[config.mk]
export PLATFORM = sky130hd
export DESIGN_NAME = uart_fifo_ctrl
export DESIGN_NICKNAME = d
export VERILOG_FILES = /design/src/rtl/uart_fifo_pkg.sv /design/src/rtl/uart_byte_fifo.sv /design/src/rtl/uart_int_ident.sv /design/src/rtl/uart_fifo_ctrl.sv
export SDC_FILE = /design/constraint.sdc
export NUM_CORES = 1
export LEC_CHECK = 0
export ABC_AREA = 1
export BUFFER_PORTS_ARGS = -buffer_cell sky130_fd_sc_hd__buf_2
export CAP_MARGIN = 10
export CORE_ASPECT_RATIO = 1.4
export CORE_MARGIN = 2
export CORE_UTILIZATION = 45
export CTS_CLUSTER_SIZE = 8
export DETAILED_ROUTE_END_ITERATION = 6
export PLACE_DENSITY = 0.69
export SYNTH_ARGS = -nofsm -noshare
export SYNTH_HDL_FRONTEND = slang
export SYNTH_HIERARCHICAL = 1
export SYNTH_SLANG_ARGS = --single-unit
[constraint.sdc]
create_clock -name clk -period 7.95 [get_ports clk]
set_input_delay 1.1925 -clock clk [delete_from_list [all_inputs] [get_ports clk]]
set_output_delay 1.1925 -clock clk [all_outputs]
set_load 0.01 [all_outputs]
[src/rtl/uart_fifo_pkg.sv]
// Shared constants, identification codes and the trigger-level function
// for the UART byte buffering block.
package uart_fifo_pkg;

    localparam int BYTE_W = 8;

    // Register offsets on the host port
    localparam logic [2:0] OFS_DATA  = 3'd0;
    localparam logic [2:0] OFS_IDCTL = 3'd2;
    localparam logic [2:0] OFS_STAT  = 3'd5;
    localparam logic [2:0] OFS_SCR   = 3'd7;

    // Interrupt identification codes, low nibble
    typedef enum logic [3:0] {
        IID_NONE = 4'h1,
        IID_TX   = 4'h2,
        IID_RX   = 4'h4
    } iid_e;

    // Receive fill level chosen by control bits 7:6, scaled to the depth
    function automatic int unsigned trig_level(input logic [1:0] code,
                                               input int unsigned depth);
        case (code)
            2'd0:    return 1;
            2'd1:    return depth / 4;
            2'd2:    return depth / 2;
            default: return depth - 2;
        endcase
    endfunction

endpackage

[src/rtl/uart_byte_fifo.sv]
// Circular byte queue with a run-time capacity limit.
// Assumes DEPTH is a power of two, so the pointers wrap by overflow.
// A push into a full queue and a pop from an empty one are ignored.
// clr empties the queue and wins over a push or pop in the same cycle.
module uart_byte_fifo #(
    parameter int DEPTH = 16,
    parameter int WIDTH = 8
) (
    input  logic                             clk,
    input  logic                             rst_n,
    input  logic                             clr,
    input  logic                             push,
    input  logic                             pop,
    input  logic [WIDTH-1:0]                 din,
    input  logic [$clog2(DEPTH+1)-1:0]       limit,
    output logic [WIDTH-1:0]                 dout,
    output logic [$clog2(DEPTH+1)-1:0]       count,
    output logic                             full,
    output logic                             empty
);
    localparam int AW = $clog2(DEPTH);
    localparam int CW = $clog2(DEPTH + 1);

    logic [WIDTH-1:0] mem [DEPTH];
    logic [AW-1:0]    rd_ptr;
    logic [AW-1:0]    wr_ptr;
    logic             do_push;
    logic             do_pop;

    assign full    = (count >= limit);
    assign empty   = (count == '0);
    assign do_push = push && !full && !clr;
    assign do_pop  = pop && !empty && !clr;
    assign dout    = empty ? '0 : mem[rd_ptr];

    // Store the incoming byte at the write pointer
    always_ff @(posedge clk) begin
        if (do_push) begin
            mem[wr_ptr] <= din;
        end
    end

    // Advance the pointers and the occupancy
    always_ff @(posedge clk) begin
        if (!rst_n || clr) begin
            rd_ptr <= '0;
            wr_ptr <= '0;
            count  <= '0;
        end else begin
            if (do_push) wr_ptr <= wr_ptr + AW'(1);
            if (do_pop)  rd_ptr <= rd_ptr + AW'(1);
            if (do_push && !do_pop)      count <= count + CW'(1);
            else if (do_pop && !do_push) count <= count - CW'(1);
        end
    end

endmodule

[src/rtl/uart_int_ident.sv]
// Interrupt identification: a prioritised code and the request line.
// Receive pending is a level (occupancy reaches the threshold).
// Transmit pending is latched by a drain event. It is released by an
// identification read that reported it, or by a transmit write.
module uart_int_ident #(
    parameter int CW = 5
) (
    input  logic          clk,
    input  logic          rst_n,
    input  logic [CW-1:0] rx_count,
    input  logic [CW-1:0] rx_level,
    input  logic          tx_empty_evt,
    input  logic          tx_write,
    input  logic          iir_read,
    output logic [3:0]    iid,
    output logic          irq
);
    import uart_fifo_pkg::*;

    logic tx_pend_q;
    iid_e code;

    // Pick the highest-priority pending source
    always_comb begin
        if (rx_count >= rx_level) code = IID_RX;
        else if (tx_pend_q)       code = IID_TX;
        else                      code = IID_NONE;
    end

    assign iid = code;
    assign irq = (code != IID_NONE);

    // Latch the transmit-drained condition until it is acknowledged
    always_ff @(posedge clk) begin
        if (!rst_n) begin
            tx_pend_q <= 1'b0;
        end else if (tx_empty_evt) begin
            tx_pend_q <= 1'b1;
        end else if (tx_write || (iir_read && code == IID_TX)) begin
            tx_pend_q <= 1'b0;
        end
    end

endmodule

[src/rtl/uart_fifo_ctrl.sv]
// Top of the UART byte buffering block.
// It decodes the host register port, holds the control, scratch and
// overrun state, and joins the two byte queues to the interrupt
// identification unit. Assumes the strobes last one cycle and that
// addr is stable while they are high.
module uart_fifo_ctrl #(
    parameter int DEPTH = 16
) (
    input  logic       clk,
    input  logic       rst_n,
    input  logic [2:0] addr,
    input  logic       wr_en,
    input  logic       rd_en,
    input  logic [7:0] wdata,
    output logic [7:0] rdata,
    input  logic       rx_push,
    input  logic [7:0] rx_byte,
    input  logic       tx_pop,
    output logic [7:0] tx_byte,
    output logic       tx_avail,
    output logic       irq
);
    import uart_fifo_pkg::*;

    localparam int CW = $clog2(DEPTH + 1);

    logic          fifo_en_q;
    logic [1:0]    trig_q;
    logic [7:0]    scr_q;
    logic          ovr_q;

    logic          wr_ctl, en_change, rx_clr, tx_clr;
    logic          rx_pop, tx_push, stat_read, iir_read;
    logic [CW-1:0] limit, rx_level;
    logic [CW-1:0] rx_count, tx_count;
    logic          rx_full, rx_empty, tx_full, tx_empty;
    logic [7:0]    rx_dout;
    logic          tx_empty_evt;
    logic [3:0]    iid;

    assign wr_ctl    = wr_en && (addr == OFS_IDCTL);
    assign en_change = wr_ctl && (wdata[0] != fifo_en_q);
    assign rx_clr    = en_change || (wr_ctl && wdata[1]);
    assign tx_clr    = en_change || (wr_ctl && wdata[2]);
    assign rx_pop    = rd_en && (addr == OFS_DATA);
    assign tx_push   = wr_en && (addr == OFS_DATA);
    assign stat_read = rd_en && (addr == OFS_STAT);
    assign iir_read  = rd_en && (addr == OFS_IDCTL);

    assign limit    = fifo_en_q ? CW'(DEPTH) : CW'(1);
    assign rx_level = fifo_en_q ? CW'(trig_level(trig_q, DEPTH)) : CW'(1);

    // The pop that takes the last byte, with no accepted refill in that cycle
    assign tx_empty_evt = tx_pop && (tx_count == CW'(1))
                          && !(tx_push && !tx_full) && !tx_clr;
    assign tx_avail     = !tx_empty;

    // Control register: queued-mode enable and the receive level code
    always_ff @(posedge clk) begin
        if (!rst_n) begin
            fifo_en_q <= 1'b0;
            trig_q    <= 2'd0;
        end else if (wr_ctl) begin
            fifo_en_q <= wdata[0];
            trig_q    <= wdata[7:6];
        end
    end

    // Scratch register
    always_ff @(posedge clk) begin
        if (!rst_n) begin
            scr_q <= '0;
        end else if (wr_en && addr == OFS_SCR) begin
            scr_q <= wdata;
        end
    end

    // Sticky overrun: set by a push into a full buffer, cleared by a status read
    always_ff @(posedge clk) begin
        if (!rst_n) begin
            ovr_q <= 1'b0;
        end else if (rx_push && rx_full) begin
            ovr_q <= 1'b1;
        end else if (stat_read) begin
            ovr_q <= 1'b0;
        end
    end

    uart_byte_fifo #(.DEPTH(DEPTH), .WIDTH(BYTE_W)) u_rx_fifo (
        .clk   (clk),
        .rst_n (rst_n),
        .clr   (rx_clr),
        .push  (rx_push),
        .pop   (rx_pop),
        .din   (rx_byte),
        .limit (limit),
        .dout  (rx_dout),
        .count (rx_count),
        .full  (rx_full),
        .empty (rx_empty)
    );

    uart_byte_fifo #(.DEPTH(DEPTH), .WIDTH(BYTE_W)) u_tx_fifo (
        .clk   (clk),
        .rst_n (rst_n),
        .clr   (tx_clr),
        .push  (tx_push),
        .pop   (tx_pop),
        .din   (wdata),
        .limit (limit),
        .dout  (tx_byte),
        .count (tx_count),
        .full  (tx_full),
        .empty (tx_empty)
    );

    uart_int_ident #(.CW(CW)) u_ident (
        .clk          (clk),
        .rst_n        (rst_n),
        .rx_count     (rx_count),
        .rx_level     (rx_level),
        .tx_empty_evt (tx_empty_evt),
        .tx_write     (tx_push),
        .iir_read     (iir_read),
        .iid          (iid),
        .irq          (irq)
    );

    // Read-data multiplexer for the host port
    always_comb begin
        case (addr)
            OFS_DATA:  rdata = rx_dout;
            OFS_IDCTL: rdata = {fifo_en_q, fifo_en_q, 2'b00, iid};
            OFS_STAT:  rdata = {2'b00, tx_empty, 3'b000, ovr_q, !rx_empty};
            OFS_SCR:   rdata = scr_q;
            default:   rdata = '0;
        endcase
    end

endmodule

* Word level (Yosys, flattened, before mapping)
Memory sizes are Yosys's and may differ from the RTL's. A register that Yosys moved wholly into a read port is not among the register bits.
Index checks and enable logic that the tools add are counted.
** Cells by class
- $add $sub $neg :: 8
- Magnitude comparators :: 3
- Equal/unequal tests :: 9
- Mux-type cells :: 24
- Reduce and logical (&&, ||, !) cells :: 51
** Operators with widths (number)
- $pmux W8 S4 :: 1
- $mux W5 :: 6
- $logic_and A1 B1 Y1 :: 26
- $mux W4 :: 5
- $add A4 B1 Y4 const B :: 4
- $mux W8 :: 2
- $ge A5 B5 Y1 :: 3
- $logic_not A1 Y1 :: 12
- $pmux W4 S3 :: 1
- $add A5 B1 Y5 const B :: 2
- $logic_not A5 Y1 :: 2
- $sub A5 B1 Y5 const B :: 2
- $mux W1 :: 8
- $reduce_bool A2 Y1 :: 4
- $eq A3 B3 Y1 const B :: 2
- $eq A5 B1 Y1 const B :: 1
- $logic_or A1 B1 Y1 :: 5
- $eq A4 B2 Y1 const B :: 1
- $ne A4 B1 Y1 const B :: 1
- $eq A3 B2 Y1 const B :: 1
- $logic_not A3 Y1 :: 1
- $eq A2 B1 Y1 const B :: 1
- $eq A2 B2 Y1 const B :: 1
- $logic_not A2 Y1 :: 1
- other kinds (2) :: 2
** Storage, ports and cells
- Bits in registers :: 39
- Bits in writable memories :: 256
- Input port bits :: 25
- Output and inout bits :: 18
- Word-level logic and storage cells :: 108
- Memories :: 2
** Memory list
- u_rx_fifo.mem :: depth 16, width 8, rd ports 1, clocked after memory_dff 1, write ports 1, line uart_byte_fifo.sv:24 : logic [WIDTH-1:0] mem [DEPTH];
- u_tx_fifo.mem :: depth 16, width 8, rd ports 1, clocked after memory_dff 1, write ports 1, line uart_byte_fifo.sv:24

* Longest topological paths before layout
- Word-level depth :: 10
- Depth in mapped cells :: 17
- Mapped depth without buffers :: 16

* By module
Netlist, hierarchy kept.
** By module, submodules not included
- uart_byte_fifo (u_rx_fifo) :: times used 1, cells each 583, area each 6301.0 um2, seq. area each 4184.0 um2
- uart_byte_fifo (u_tx_fifo) :: times used 1, cells each 583, area each 6297.3 um2, seq. area each 4184.0 um2
- uart_fifo_ctrl :: times used 1, cells each 145, area each 799.5 um2, seq. area each 240.2 um2
- uart_int_ident :: times used 1, cells each 36, area each 212.7 um2, seq. area each 20.0 um2

* Least setup slack after synthesis
OpenSTA, ideal clock, no wires.
- Kind :: input port to flip-flop
- Start :: input port addr[0]
- End :: register u_tx_fifo.count[3]
- Data arrival time :: 3.356 ns
- Setup slack :: 4.479 ns
- Stages :: 16
- Path buffers :: 1
- Cell sequence :: nor2_1 nand3_2 a21oi_1 nor2_1 nand3_2 buf_2 inv_1 ha_1 inv_1 ha_1 a21oi_1 nand2_1 nand2_1 nand2_1 o21ai_0 inv_1
** Between the ends
- Word-level cells in the longest chain between the ends :: 9
- Elaborated cells between the ends (all ways) :: 18
- Classes of those cells :: 1 x eq/ne; 1 x mux; 16 x reduce/logical
** Ends and longest elaborated chain
- start, declared :: line uart_fifo_ctrl.sv:11 : input logic [2:0] addr,
- $eq A3 B2 Y1 * :: line uart_fifo_ctrl.sv:41 : assign wr_ctl = wr_en && (addr == OFS_IDCTL);
- $logic_and A1 B1 Y1 * :: line uart_fifo_ctrl.sv:41
- $logic_and A1 B1 Y1, on equally long branches :: line uart_fifo_ctrl.sv:42, uart_fifo_ctrl.sv:44
- $logic_or A1 B1 Y1 * :: line uart_fifo_ctrl.sv:44 : assign tx_clr = en_change || (wr_ctl && wdata[2]);
- via tx_clr :: line uart_fifo_ctrl.sv:32 : logic wr_ctl, en_change, rx_clr, tx_clr;
- $logic_not A1 Y1 * :: line uart_byte_fifo.sv:32 : assign do_push = push && !full && !clr;
- $logic_and A1 B1 Y1 * :: line uart_byte_fifo.sv:32
- via u_tx_fifo.do_push :: line uart_byte_fifo.sv:27 : logic do_push;
- $logic_not A1 Y1 :: line uart_byte_fifo.sv:53 : else if (do_pop && !do_push) count <= count - CW'(1);
- $logic_and A1 B1 Y1 :: line uart_byte_fifo.sv:53
- $reduce_bool A2 Y1 (no line)
- end signal, assigned :: line uart_byte_fifo.sv:52 : if (do_push && !do_pop) count <= count + CW'(1);
- end signal, assigned :: line uart_byte_fifo.sv:53
- end, declared :: line uart_byte_fifo.sv:17 : output logic [$clog2(DEPTH+1)-1:0] count,
Mark *: on every way through the listed nets, which the timed path passes. The rest lies on a longest branch.
A chain may end at the register's enable or synchronous reset.

==> key figures <==
Status
  – Status: completed

Final layout
  – Area taken by flip-flops and latches: 8630 um^2
  – Synth-to-layout area growth: 11.8%
  – Final Cell Area: 15,200 um^2
  – Multi-input gate area: 4210 um^2
  – Fill cells: 2,646
  – NumNets Final: 1,463
  – Number of diodes: 0
  – Layout Utilization: 51.0%
  – Share of layout cells above drive strength 1: 8.74%

Clock network
  – CTS Sinks: 303
  – CTS Buf Count: 43
  – Clk buf depth: 3
  – H-Tree Depth: 2
  – Hold_buf cts: 0
  – Post-cts gate resize count: 0
  – CTS tree: built
  – CTS Root Cell: clkbuf_16
  – Worst skew pair latency: 0.51 ns
  – Postcts setup bufs: 0
  – Clk slew on worst S/H paths: 0.05 ns

Routing
  – Routed WL per cell: 16.5 um
  – Vias: 9,461
  – DRC violations left: 0
  – Vias/cell: 5.25
  – Routed Antenna Nets: 0
  – Post-Route WL: 29.8 mm
  – Drt initial violations: 728
  – Initial DRT Pass Iterations: 7

Pwr
  – Static Leak: 5.94 nW
  – Switch share: 30.0%
  – Combinational power share: 22.6%
  – Clock network power share: 35.4%
  – Psw: 1.33 mW
  – Cell Pwr Density: 290 nW/um^2
  – Worst IR drop on VDD: 0.184 mV
  – Flop pwr share: 41.9%
  – Internal Power: 3.09 mW

STA
  – Part of the cycle the worst path needs: 55.3%
  – RSZ-0062 raised after global routing: no
  – Total negative slack: 0 ns
  – Slew margin rel.: 19.5%
  – Clock Skew: 0.00995 ns
  – Fin. Hold Viols: 0
  – Final setup viols: 0
  – Pins Over Slew Limit: 0
  – Worst-Margin Slew: 1.20 ns
  – Min Clock Period, post-route: 4.40 ns
  – Fmax: 227 MHz

Worst setup path
  – Highest cell delay on the worst timing path: 0.90 ns
  – Critical path's most frequent cell: nand2_1
  – Crit start category: flip-flop
  – Worst-path fanout max: 65
  – CP Capture Type: output pin
  – Crit path max-delay cell type: inv_2
  – Critical path arrival: 3.20 ns
  – Critical path class: flip-flop to output pin
  – Critical Path RT: 6.76 ns
  – Cell family with most CP delay: buffers and inverters
  – Buf/Inv on CP: 3
  – CP cell instances: buf_4, inv_2, nand2_1, nand3_1, nand3_1, nand2_1, nand2_1, a21oi_1, nand2_1, nand4_1, buf_2

Global routing
  – First-pass GRT wire length: 47.7 mm
  – Largest net degree at the start of global routing: 66
  – Vias in the first global route: 9,358
  – Initial antenna violation count: 0
  – Global route total overflow: 0
  – GR Util All Layers: 19.3%

Floorplanning
  – Die area: 31,700 um^2
  – Row count: 75
  – Chip height: 210 um
  – Initial Util: 45.6%
  – Area of the core: 29,800 um^2
  – # IOs: 43
  – Die Width: 151 um

Placement
  – Area after DPL: 14,100 um^2
  – Port bufs: 42
  – Detailed Place HPWL: 19.6 mm
  – Placer congestion estimate: 0.828

Synthesis
  – Post-Synthesis Cell Area: 13,600 um^2
  – Most common cell in the netlist: nand2_1
  – EDFF count, synth: 256
  – Top cells by area, synth: edfxtp_1, nand2_1, nand3_1, dfxtp_1, ha_1
  – Leading area contributor after synthesis: edfxtp_1
  – Synth unique cells: 32
  – Ys Warns: 6
  – Mapped Cells: 1,347
  – Mean Syn Cell Area: 10.1 um^2
  – Share of the synthesized area in the top cell type: 56.5%
  – Primary FF master, synth: edfxtp_1
  – Async set or reset register ratio after synthesis: 0%
  – Seq/Total Area, Yosys: 63.4%
  – #FFs+latches synth: 303
  – Synth cell count leaders: nand2_1, edfxtp_1, nand3_1

Min path
  – Hold Crit Class: flip-flop to flip-flop

Run
  – Max cap viols: 0
[worst paths after layout]
| path | startpoint | endpoint | slack, ns | cells past startpoint |
|---|---|---|---|---|
| setup / recovery | flip-flop | rdata[1] | 3.55 | 11 |
| hold / removal | ovr_q | ovr_q | 0.48 | 2 |
| setup reg to reg | fifo_en_q | u_tx_fifo/count[3] | 4.72 | 14 |
| hold reg to reg | ovr_q | ovr_q | 0.48 | 2 |
[cell type report]
cell class,instances,share of cell area (%)
clock buffers,59,7.47
clock inverters,1,0.0576
inverters,101,2.49
multi-input cells,890,27.7
flip-flops and latches,303,56.7
well taps,385,3.17
repair buffers,64,2.45
[sequential cells by signal, indices dropped and copies added, names as in the netlist, named ones only]
name and count:
u_tx_fifo/count 5, u_tx_fifo/mem 128, u_rx_fifo/mem 128, u_rx_fifo/rd_ptr 4
u_tx_fifo/wr_ptr 4, ovr_q 1, u_tx_fifo/rd_ptr 4, scr_q 8
u_rx_fifo/wr_ptr 4, trig_q 2, fifo_en_q 1, u_rx_fifo/count 5
u_ident/tx_pend_q 1
[routing by layer]
metal	track usage (%)	routed length, um
met5	0	0
met4	7.32	1020
met3	2.78	1710
met2	34.5	15300
met1	23.3	11700
[stage by stage]
stage	worst slack (ns)	cells	power, mW	hold WS [ns]
6_report	3.55	1803	4.42	0.477
5_1_grt	3.23	1803	4.67	0.511
4_1_cts	3.54	1802	4.45	0.477
3_5_place_dp	3.84	1742	2.88	0.471
3_3_place_gp	3.94	1742	2.85	0.466
2_1_floorplan	4.48	1353	2.61	0.450
[worst register-to-register path, delay by kind of cell (launching register included)]
kind | cells | cell delay [ns]
AO/OA/AOI/OAI | 3 | 0.56
buffers and inverters | 4 | 0.52
adder cells (fa/ha/maj) | 3 | 0.91
flip-flops | 1 | 0.54
AND/OR/NAND/NOR | 4 | 0.61
[power by group through the flow]
stage	sequential (mW)	clock [mW]	combinational, mW
floorplan	1.87	0	0.746
global placement	1.88	0	0.968
detailed placement	1.88	0	0.993
CTS	1.85	1.60	1.00
global route	1.86	1.67	1.14
finish	1.85	1.57	1.00
[kinds of logic (layout without fill, tap and decap cells)]
kind of cell             after synthesis  count (layout)  share of synthesized area, %
AO/OA/AOI/OAI                         62              62                          2.44
XOR/XNOR                              10              10                         0.643
adder cells (fa/ha/maj)               35              35                          3.33
buffers and inverters                160             225                          5.86
flip-flops                           303             303                          63.4
other                                  2               8                        0.0552
AND/OR/NAND/NOR                      775             775                          24.3
[placed cells by master (no fill, tap or decap), drive strengths merged]
master	instances
buf	64
nor2	63
clkbuf	59
ha	33
nand4	13
clkinv	2
inv	100
nand2	449
dfxtp	47
xor2	6
conb	8
nand3	216
o21ai	10
edfxtp	256
xnor2	4
a21o	2
nor3	33
a21oi	48
fa	2
nor4	1
a21boi	1
o211ai	1
Power figures use the tool's default switching activity.
